===== src/rtl/dmaarb_pkg.sv =====
package dmaarb_pkg;

  typedef enum logic {
    ARB_IDLE = 1'b0,
    ARB_XFER = 1'b1
  } arb_state_e;

endpackage


===== src/rtl/dmaarb_pending.sv =====
module dmaarb_pending #(
  parameter int NUM_CH = 4
) (
  input  logic              clk,
  input  logic              rst,
  input  logic [NUM_CH-1:0] req_i,
  input  logic [NUM_CH-1:0] clr_mask_i,
  output logic [NUM_CH-1:0] pend_o
);

  logic [NUM_CH-1:0] pend_q;

  // a request that lands together with its own grant is absorbed
  always_ff @(posedge clk) begin
    if (rst) begin
      pend_q <= '0;
    end else begin
      pend_q <= (pend_q | req_i) & ~clr_mask_i;
    end
  end

  assign pend_o = pend_q;

  AST_PEND_CLEARED: assert property (@(posedge clk) disable iff (rst)
    (|clr_mask_i) |=> ((pend_q & $past(clr_mask_i)) == '0));

endmodule


===== src/rtl/dmaarb_ring.sv =====
module dmaarb_ring #(
  parameter int NUM_CH = 4,
  localparam int IDX_W = (NUM_CH > 1) ? $clog2(NUM_CH) : 1
) (
  input  logic             clk,
  input  logic             rst,
  input  logic             rotate_i,
  input  logic [IDX_W-1:0] served_i,
  output logic [IDX_W-1:0] head_o
);

  localparam logic [IDX_W-1:0] LAST_CH = IDX_W'(NUM_CH - 1);

  logic [IDX_W-1:0] head_q;

  always_ff @(posedge clk) begin
    if (rst) begin
      head_q <= '0;
    end else if (rotate_i) begin
      head_q <= (served_i == LAST_CH) ? '0 : served_i + 1'b1;
    end
  end

  assign head_o = head_q;

  AST_HEAD_HOLD: assert property (@(posedge clk) disable iff (rst)
    !rotate_i |=> $stable(head_q));

endmodule


===== src/rtl/dmaarb_pick.sv =====
module dmaarb_pick #(
  parameter int NUM_CH = 4,
  localparam int IDX_W = (NUM_CH > 1) ? $clog2(NUM_CH) : 1
) (
  input  logic [NUM_CH-1:0] pend_i,
  input  logic [IDX_W-1:0]  head_i,
  output logic              valid_o,
  output logic [IDX_W-1:0]  idx_o
);

  logic [IDX_W:0]    slot_idx [NUM_CH];
  logic [NUM_CH-1:0] rot_pend;

  // slot g holds the channel ranked g-th below the head
  for (genvar g = 0; g < NUM_CH; g++) begin : g_slot
    logic [IDX_W:0] sum;
    assign sum         = {1'b0, head_i} + (IDX_W+1)'(g);
    assign slot_idx[g] = (sum >= (IDX_W+1)'(NUM_CH)) ? sum - (IDX_W+1)'(NUM_CH) : sum;
    assign rot_pend[g] = pend_i[slot_idx[g][IDX_W-1:0]];
  end

  always_comb begin
    valid_o = 1'b0;
    idx_o   = '0;
    for (int k = NUM_CH - 1; k >= 0; k--) begin
      if (rot_pend[k]) begin
        valid_o = 1'b1;
        idx_o   = slot_idx[k][IDX_W-1:0];
      end
    end
  end

endmodule


===== src/rtl/dma_rr_arbiter.sv =====
module dma_rr_arbiter
  import dmaarb_pkg::*;
#(
  parameter int NUM_CH = 4,
  localparam int IDX_W = (NUM_CH > 1) ? $clog2(NUM_CH) : 1
) (
  input  logic              clk,
  input  logic              rst,
  input  logic [NUM_CH-1:0] req_i,
  input  logic              done_i,
  output logic [NUM_CH-1:0] grant_o,
  output logic              busy_o,
  output logic [IDX_W-1:0]  top_ch_o
);

  arb_state_e        state_q;
  logic [NUM_CH-1:0] grant_q;
  logic [IDX_W-1:0]  gidx_q;
  logic [NUM_CH-1:0] pend;
  logic [NUM_CH-1:0] issue_mask;
  logic [IDX_W-1:0]  head;
  logic [IDX_W-1:0]  pick_idx;
  logic              pick_valid;
  logic              issue;
  logic              finish;

  dmaarb_pending #(.NUM_CH(NUM_CH)) u_pending (
    .clk        (clk),
    .rst        (rst),
    .req_i      (req_i),
    .clr_mask_i (issue_mask),
    .pend_o     (pend)
  );

  dmaarb_pick #(.NUM_CH(NUM_CH)) u_pick (
    .pend_i  (pend),
    .head_i  (head),
    .valid_o (pick_valid),
    .idx_o   (pick_idx)
  );

  dmaarb_ring #(.NUM_CH(NUM_CH)) u_ring (
    .clk      (clk),
    .rst      (rst),
    .rotate_i (finish),
    .served_i (gidx_q),
    .head_o   (head)
  );

  assign issue      = (state_q == ARB_IDLE) && pick_valid;
  assign finish     = (state_q == ARB_XFER) && done_i;
  assign issue_mask = issue ? (NUM_CH'(1) << pick_idx) : '0;

  always_ff @(posedge clk) begin
    if (rst) begin
      state_q <= ARB_IDLE;
      grant_q <= '0;
      gidx_q  <= '0;
    end else if (issue) begin
      state_q <= ARB_XFER;
      grant_q <= issue_mask;
      gidx_q  <= pick_idx;
    end else if (finish) begin
      state_q <= ARB_IDLE;
      grant_q <= '0;
    end
  end

  assign grant_o  = grant_q;
  assign busy_o   = (state_q == ARB_XFER);
  assign top_ch_o = head;

  AST_GRANT_ONEHOT: assert property (@(posedge clk) disable iff (rst)
    $onehot0(grant_o));
  AST_BUSY_GRANT: assert property (@(posedge clk) disable iff (rst)
    busy_o == (grant_o != '0));
  AST_NO_PREEMPT: assert property (@(posedge clk) disable iff (rst)
    (busy_o && !done_i) |=> $stable(grant_o));
  AST_DONE_RELEASE: assert property (@(posedge clk) disable iff (rst)
    (busy_o && done_i) |=> (!busy_o && grant_o == '0));
  AST_IDLE_SERVES: assert property (@(posedge clk) disable iff (rst)
    (!busy_o && pend != '0) |=> busy_o);
  AST_IDLE_DONE_IGNORED: assert property (@(posedge clk) disable iff (rst)
    (!busy_o && done_i) |=> $stable(top_ch_o));

endmodule


===== config.mk =====
export PLATFORM = sky130hd
export DESIGN_NAME = dma_rr_arbiter
export DESIGN_NICKNAME = d
export VERILOG_FILES = /design/src/rtl/dmaarb_pkg.sv /design/src/rtl/dmaarb_pending.sv /design/src/rtl/dmaarb_ring.sv /design/src/rtl/dmaarb_pick.sv /design/src/rtl/dma_rr_arbiter.sv
export SDC_FILE = /design/constraint.sdc
export NUM_CORES = 1
export LEC_CHECK = 0
export BUFFER_PORTS_ARGS = -buffer_cell sky130_fd_sc_hd__buf_2
export CAP_MARGIN = 20
export CORE_MARGIN = 2
export CORE_UTILIZATION = 45
export CTS_BUF_LIST = sky130_fd_sc_hd__clkbuf_4 sky130_fd_sc_hd__clkbuf_8
export CTS_CLUSTER_DIAMETER = 80
export DETAILED_ROUTE_END_ITERATION = 8
export GPL_ROUTABILITY_DRIVEN = 0
export PLACE_DENSITY = 0.82
export SYNTH_ARGS = -nofsm -noshare
export SYNTH_HDL_FRONTEND = slang
export SYNTH_SLANG_ARGS = --single-unit

===== constraint.sdc =====
create_clock -name clk -period 1.4 [get_ports clk]
set_clock_uncertainty 0.1 [all_clocks]
set_input_delay 0.42 -clock clk [delete_from_list [all_inputs] [get_ports clk]]
set_output_delay 0.42 -clock clk [all_outputs]
set_load 0.05 [all_outputs]

# Word level (Yosys, flattened, before mapping)

Cells that the tools add are included.
Widths: inputs -> output; s select.

Bits in registers: 13
Input bits: 7
Output and inout bits: 7
Logic and storage cells: 56

$add $sub $neg: 8
Order comparisons: 8
Eq/ne operators: 1
Shift-type cells: 1
Multiplexer cells: 26
Bitwise gates (word level): 4
Reductions and logical operators: 3

Operators by type and width:

| kind                | number |
|---|---|
| $mux 2              | 9 |
| $lt 2x3->1 const B  | 4 |
| $mux 4              | 3 |
| $mux 1              | 10 |
| $ge 3x3->1 const B  | 3 |
| $bmux 1 s2          | 4 |
| $sub 2x1->2 const B | 4 |
| $add 2x2->3 const B | 2 |
| $and 4x4->4         | 1 |
| $not 4->4           | 1 |
| $or 4x4->4          | 1 |
| $shl 1x2->4 const A | 1 |
| $add 2x1->3 const B | 1 |
| $ge 2x3->1 const B  | 1 |
| $add 2x1->2 const B | 1 |
| $eq 2x2->1 const B  | 1 |
| $logic_and 1x1->1   | 2 |
| $reduce_bool 2->1   | 1 |
| $not 1->1           | 1 |

# Longest topological paths before layout

Word-level depth: 13
Gate-level depth with buffers: 5
Mapped depth without buffers: 4

# By module

Synthesis repeated with hierarchy kept, for this count alone.

Cell total of the unflattened synthesis: 63
Area total of the unflattened synthesis: 578.1 um^2

By module, submodules not included:

| module         | times used | cells an instance | area each (um^2) | sequential area each (um^2) |
|---|---|---|---|---|
| dma_rr_arbiter | 1          | 30                | 291.5            | 140.1 |
| dmaarb_pending | 1          | 12                | 120.1            | 80.1 |
| dmaarb_ring    | 1          | 8                 | 88.8             | 40.0 |
| dmaarb_pick    | 1          | 13                | 77.6             | 0.0 |

# Least setup slack after synthesis

Ideal clock, no wire load.

Path kind: reg2reg
Start point: register u_ring.head_q[0], in the netlist u_ring.head_o[0]
End point: register grant_q[3], in the netlist grant_o[3]
Setup time: 0.093 ns
Arrival: 1.571 ns
Data required time: 1.207 ns
Slack: -0.363 ns
Cell stages (with the launch flop): 5
Path buffers: 0
Clock period less this slack: 1.763 ns
Path through: dfxtp_1 nor2b_4 o21a_1 or3_4 o32ai_1

Word-level cells in the longest chain between the ends: 12
Elaborated cells between the ends (all ways): 36
Those cells by class: add/sub (7); order compare (4); shift (1); mux (22); reduce/logical (2)

Ends and longest elaborated chain:

| what                                             | line                                       | text |
|---|---|---|
| start: declaration                               | dmaarb_ring.sv:14                          | `logic [IDX_W-1:0] head_q;` |
| start signal: assignment                         | dmaarb_ring.sv:20                          | `head_q <= (served_i == LAST_CH) ? '0 : served_i + 1'b1;` |
| $add 2x2->3                                      | dmaarb_pick.sv:17                          | `assign sum = {1'b0, head_i} + (IDX_W+1)'(g);` |
| $ge 3x3->1 or $sub 2x1->2 (tied branches)        | dmaarb_pick.sv:18                          | `assign slot_idx[g] = (sum >= (IDX_W+1)'(NUM_CH)) ? sum - (IDX_W+1)'(NUM_CH) : sum;` |
| $mux 2                                           | dmaarb_pick.sv:18                          |  |
| $bmux 1 s2                                       | dmaarb_pick.sv:19                          | `assign rot_pend[g] = pend_i[slot_idx[g][IDX_W-1:0]];` |
| $mux 1 (not written as such)                     | dmaarb_pick.sv:19                          |  |
| $mux 2 or $mux 1 (tied branches) (4 in a row)    | dmaarb_pick.sv:26                          | `if (rot_pend[k]) begin` |
| $shl 1x2->4 or $logic_and 1x1->1 (tied branches) | dma_rr_arbiter.sv:52, dma_rr_arbiter.sv:50 |  |
| $mux 4                                           | dma_rr_arbiter.sv:52                       | `assign issue_mask = issue ? (NUM_CH'(1) << pick_idx) : '0;` |
| $mux 4                                           | dma_rr_arbiter.sv:59                       | `end else if (issue) begin` |
| end signal: assignment                           | dma_rr_arbiter.sv:61                       | `grant_q <= issue_mask;` |
| end: declaration                                 | dma_rr_arbiter.sv:17                       | `logic [NUM_CH-1:0] grant_q;` |

Several ways; a longest one is shown, not always the timed one. The select of a mux whose other input is x is not followed.
A chain may end at the register's enable or synchronous reset.

# Worst setup path after layout

Start point: register u_pending.pend_q[0], in the netlist u_pending.pend_o[0]
End point: register u_pending.pend_q[3], in the netlist u_pending.pend_o[3]

Word-level cells in the longest chain between the ends: 10
Elaborated cells between the ends (all ways): 21
Those cells by class: shift (1); mux (17); bitwise (2); reduce/logical (1)

Ends and longest elaborated chain:

| what                                             | line                                       | text |
|---|---|---|
| start: declaration                               | dmaarb_pending.sv:11                       | `logic [NUM_CH-1:0] pend_q;` |
| start signal: assignment                         | dmaarb_pending.sv:18                       | `pend_q <= (pend_q \| req_i) & ~clr_mask_i;` |
| $bmux 1 s2                                       | dmaarb_pick.sv:19                          |  |
| $mux 1 (not written as such)                     | dmaarb_pick.sv:19                          |  |
| $mux 2 or $mux 1 (tied branches) (4 in a row)    | dmaarb_pick.sv:26                          |  |
| $shl 1x2->4 or $logic_and 1x1->1 (tied branches) | dma_rr_arbiter.sv:52, dma_rr_arbiter.sv:50 |  |
| $mux 4 *                                         | dma_rr_arbiter.sv:52                       |  |
| $not 4->4 *                                      | dmaarb_pending.sv:18                       |  |
| $and 4x4->4 *                                    | dmaarb_pending.sv:18                       |  |

Every way passes the cells marked *; elsewhere a longest branch is shown, timed or not. The select of a mux whose other input is x is not followed.

==> out/results.md <==
## Detailed routing
- 5.869 — routed via count divided by cell count
- 4 — total iterations of the first detailed-routing run
- 0 — number of remaining DRC errors
- 1744 um — routed wire length
- 0 — count of nets left with antenna violations after detail routing
- 10 — initial DRC count
- 628 — routed via count
- 16.30 um — Wirelength per Cell

## Yosys
- 9.143 um^2 — Avg Cell Area, Syn
- 26 — number of distinct standard cells referenced by the synthesized netlist
- 73 — post-synth net total
- 43.79% — sequential-to-total area share from yosys stat
- 594.3 um^2 — Post-Synthesis Cell Area
- 65 — cells after synthesis
- 13 — FF+latch count, synth
- 0 — number of warnings reported in the yosys synthesis log

## Timing
- 81.13% — Relative slew margins
- -771.1 ps — final sum of negative setup slack
- 1511 ps — minimum clock period after layout
- yes — setup repair after global routing missed its margin
- 282.0 ps — pin slew with the least headroom to its limit
- -111.4 ps — crit path setup slack, layout
- 10 — final setup fails
- 0 — final hold vios
- 249.0 ps — Final Hold Slack
- 108.0% — Final Cycle Share
- 0 — Slew Limit Fails
- 661.7 MHz — fmax

## Global routing
- 2380 um — wire length of the first global-routing pass
- 22.62% — gr usage total
- 14 — largest net degree at the start of global routing
- 0 — number of antenna violations at the first check in global routing
- 0 — global route total overflow
- 548 — via count of the first global-routing pass

## Worst setup path
- flip-flop — kind of capture point of the worst setup path
- 370 ps — critical path's largest stage delay
- 1480 ps — data required time at the worst endpoint
- buf_6 -> nand2b_1 -> and2_1 -> o21a_2 -> a311oi_2 — chain of cells forming the critical path
- 1590 ps — Arr. time, crit path
- 1 — Buf+Inv Stages, Crit Path
- sky130_fd_sc_hd__dfxtp_2 — slowest cell on the critical path
- compound AO/OA/AOI/OAI gates — Worst path top cell family by delay
- flip-flop — type of origin of the critical path
- 4 — Critical Path Fanout Max
- reg2reg — startpoint-to-endpoint class of the critical path

## Placed design
- 762.0 um^2 — total cell area at the placement stage
- 984.7 um — Detail Placement HPWL
- 13 — count of input and output buffers

## Layout
- 59.58% — area growth from synthesis to final layout
- 948.4 um^2 — Final Instance Area
- 59.78% — layout cell share with drive strength beyond 1
- 412.9 um^2 — area of the multi-input gates
- 0 — Antenna Cells
- 8 x sky130_fd_sc_hd__clkbuf_4, 8 x sky130_fd_sc_hd__buf_4, 6 x sky130_fd_sc_hd__nor2_1, 6 x sky130_fd_sc_hd__dfxtp_1, 6 x sky130_fd_sc_hd__buf_2 — commonest non-fill, non-tap cells in the layout
- 86 — number of filler instances in the final layout
- 276.5 um^2 — area occupied by registers
- 101 — net total in the final layout

## Clocking
- yes — clock tree from TritonCTS
- 80 ps — clock slew seen by the registers of the worst setup and hold paths
- 3 — number of buffers created by CTS
- 2 — clock tree buffer depth
- 270 ps — Clock Latency Late Sink
- sky130_fd_sc_hd__clkbuf_4 — CTS root buffer
- 13 — clock sink count
- 1 — depth of the CTS H-tree

## Die
- 40.34 um — die boundary width
- 0.001627 mm^2 — die outline area
- 14 — number of top-level pins
- 40.34 um — die boundary height
- 13 — number of cell rows
- 46.84% — starting utilization of the core area
- 0.001269 mm^2 — core footprint

## Power
- 1334 mW/mm^2 — PwrDens
- 0.0008342 V — Max IR drop VDD
- 0.3640 nW — leakage dissipation

## Min path
- in2reg — worst hold path class

## Job
- 0 — number of violations of the max-capacitance limit

## Status
- setup timing — violations in the final reports
- finished, violations left — outcome

==> registers in the layout, indices dropped and copies added, names as in the netlist <==
name	cells
grant_o	4
u_pending.pend_o	4
gidx_q	2
u_ring.head_o	2
busy_o	1
==> logic make-up (layout without fill, tap and decap cells) <==
group,Yosys count,in the layout,synth area share (%)
compound gates,21,21,25.26
fa+ha+maj,1,1,2.105
flops,13,13,43.79
buf+inv,3,30,1.895
simple gates,27,27,26.95
==> area by class of cell <==
class | instances | share of cell area, %
Tap cell | 15 | 1.979
Timing Repair Buffer | 25 | 21.77
Clock buffer | 4 | 3.166
Sequential cell | 13 | 29.16
Inverter | 1 | 0.3958
Multi-Input combinational cell | 49 | 43.54
==> path summary, 6_finish.rpt <==
check,from,end,slack (ps),depth (start not counted)
min reg2reg,gidx_q[1],gidx_q[1],390,2
min,done_i,busy_o,250,2
max,u_pending.pend_o[0],u_pending.pend_o[3],-110,5
max reg2reg,u_pending.pend_o[0],u_pending.pend_o[3],-110,5
==> stage by stage <==
stage / cells / power [W] / util, % / setup WS (ps)
2_1_floorplan: 65 / 0.0007171 / - / -94.58
3_3_place_gp: 102 / 0.0008542 / 60.06 / -97.26
3_5_place_dp: 102 / 0.0008604 / 60.06 / -117.9
4_1_cts: 107 / 0.001197 / 71.10 / -52.10
5_1_grt: 107 / 0.001314 / 74.75 / -137.0
6_report: 107 / 0.001265 / 74.75 / -111.4
==> repair_timing <==
action                     4_1_cts  5_1_grt
hold endpoints to repair         0        0
pin swaps                        8        5
setup endpoints to repair       12       15
gates resized for setup         27       12
hold buffers                     0        0
buffers inserted                 1        0
cloned                           0        0
==> power by group <==
group,switching (W),internal (W),leakage (nW)
Clock,0.000120,0.000130,0.0184
Combinational,0.000300,0.000242,0.236
Sequential,0.0000513,0.000422,0.110
Total,0.000472,0.000793,0.364
==> Yosys cell counts <==
| cell type | n | area [um^2] |
|---|---|---|
| sky130_fd_sc_hd__or4_1 | 1 | 7.510 |
| sky130_fd_sc_hd__a21oi_1 | 5 | 25.02 |
| sky130_fd_sc_hd__o21ai_0 | 3 | 15.01 |
| sky130_fd_sc_hd__nand3_1 | 1 | 5.000 |
| sky130_fd_sc_hd__o32ai_1 | 4 | 35.03 |
| sky130_fd_sc_hd__dfxtp_1 | 13 | 260.3 |
| sky130_fd_sc_hd__nand2b_1 | 1 | 6.260 |
| sky130_fd_sc_hd__a211oi_1 | 1 | 7.510 |
| sky130_fd_sc_hd__or3_4 | 1 | 11.26 |
| sky130_fd_sc_hd__nand2_1 | 3 | 11.26 |
| sky130_fd_sc_hd__or3_1 | 1 | 6.260 |
| sky130_fd_sc_hd__nor2_1 | 7 | 26.28 |
| sky130_fd_sc_hd__ha_1 | 1 | 12.51 |
| sky130_fd_sc_hd__inv_1 | 1 | 3.750 |
| sky130_fd_sc_hd__and2_1 | 1 | 6.260 |
| sky130_fd_sc_hd__nor4_1 | 1 | 6.260 |
| sky130_fd_sc_hd__or2b_1 | 1 | 7.510 |
| sky130_fd_sc_hd__a311o_1 | 1 | 10.01 |
| sky130_fd_sc_hd__nor2b_4 | 1 | 13.76 |
| sky130_fd_sc_hd__o211ai_1 | 1 | 7.510 |
| sky130_fd_sc_hd__nand3b_1 | 4 | 30.03 |
| sky130_fd_sc_hd__o21a_1 | 2 | 15.01 |
| sky130_fd_sc_hd__nor3_1 | 2 | 10.01 |
| sky130_fd_sc_hd__a311oi_1 | 4 | 35.03 |
| sky130_fd_sc_hd__nor2b_1 | 2 | 12.51 |
| sky130_fd_sc_hd__clkbuf_1 | 2 | 7.510 |
==> routing by layer <==
layer	share of wire, %	track usage [%]	routed length [um]
met4	0.52	7.500	9
met2	51	41.27	893
met5	0	0	0
met3	3.0	5.000	52
met1	45	25.42	790
Power figures use the tool's default switching activity.
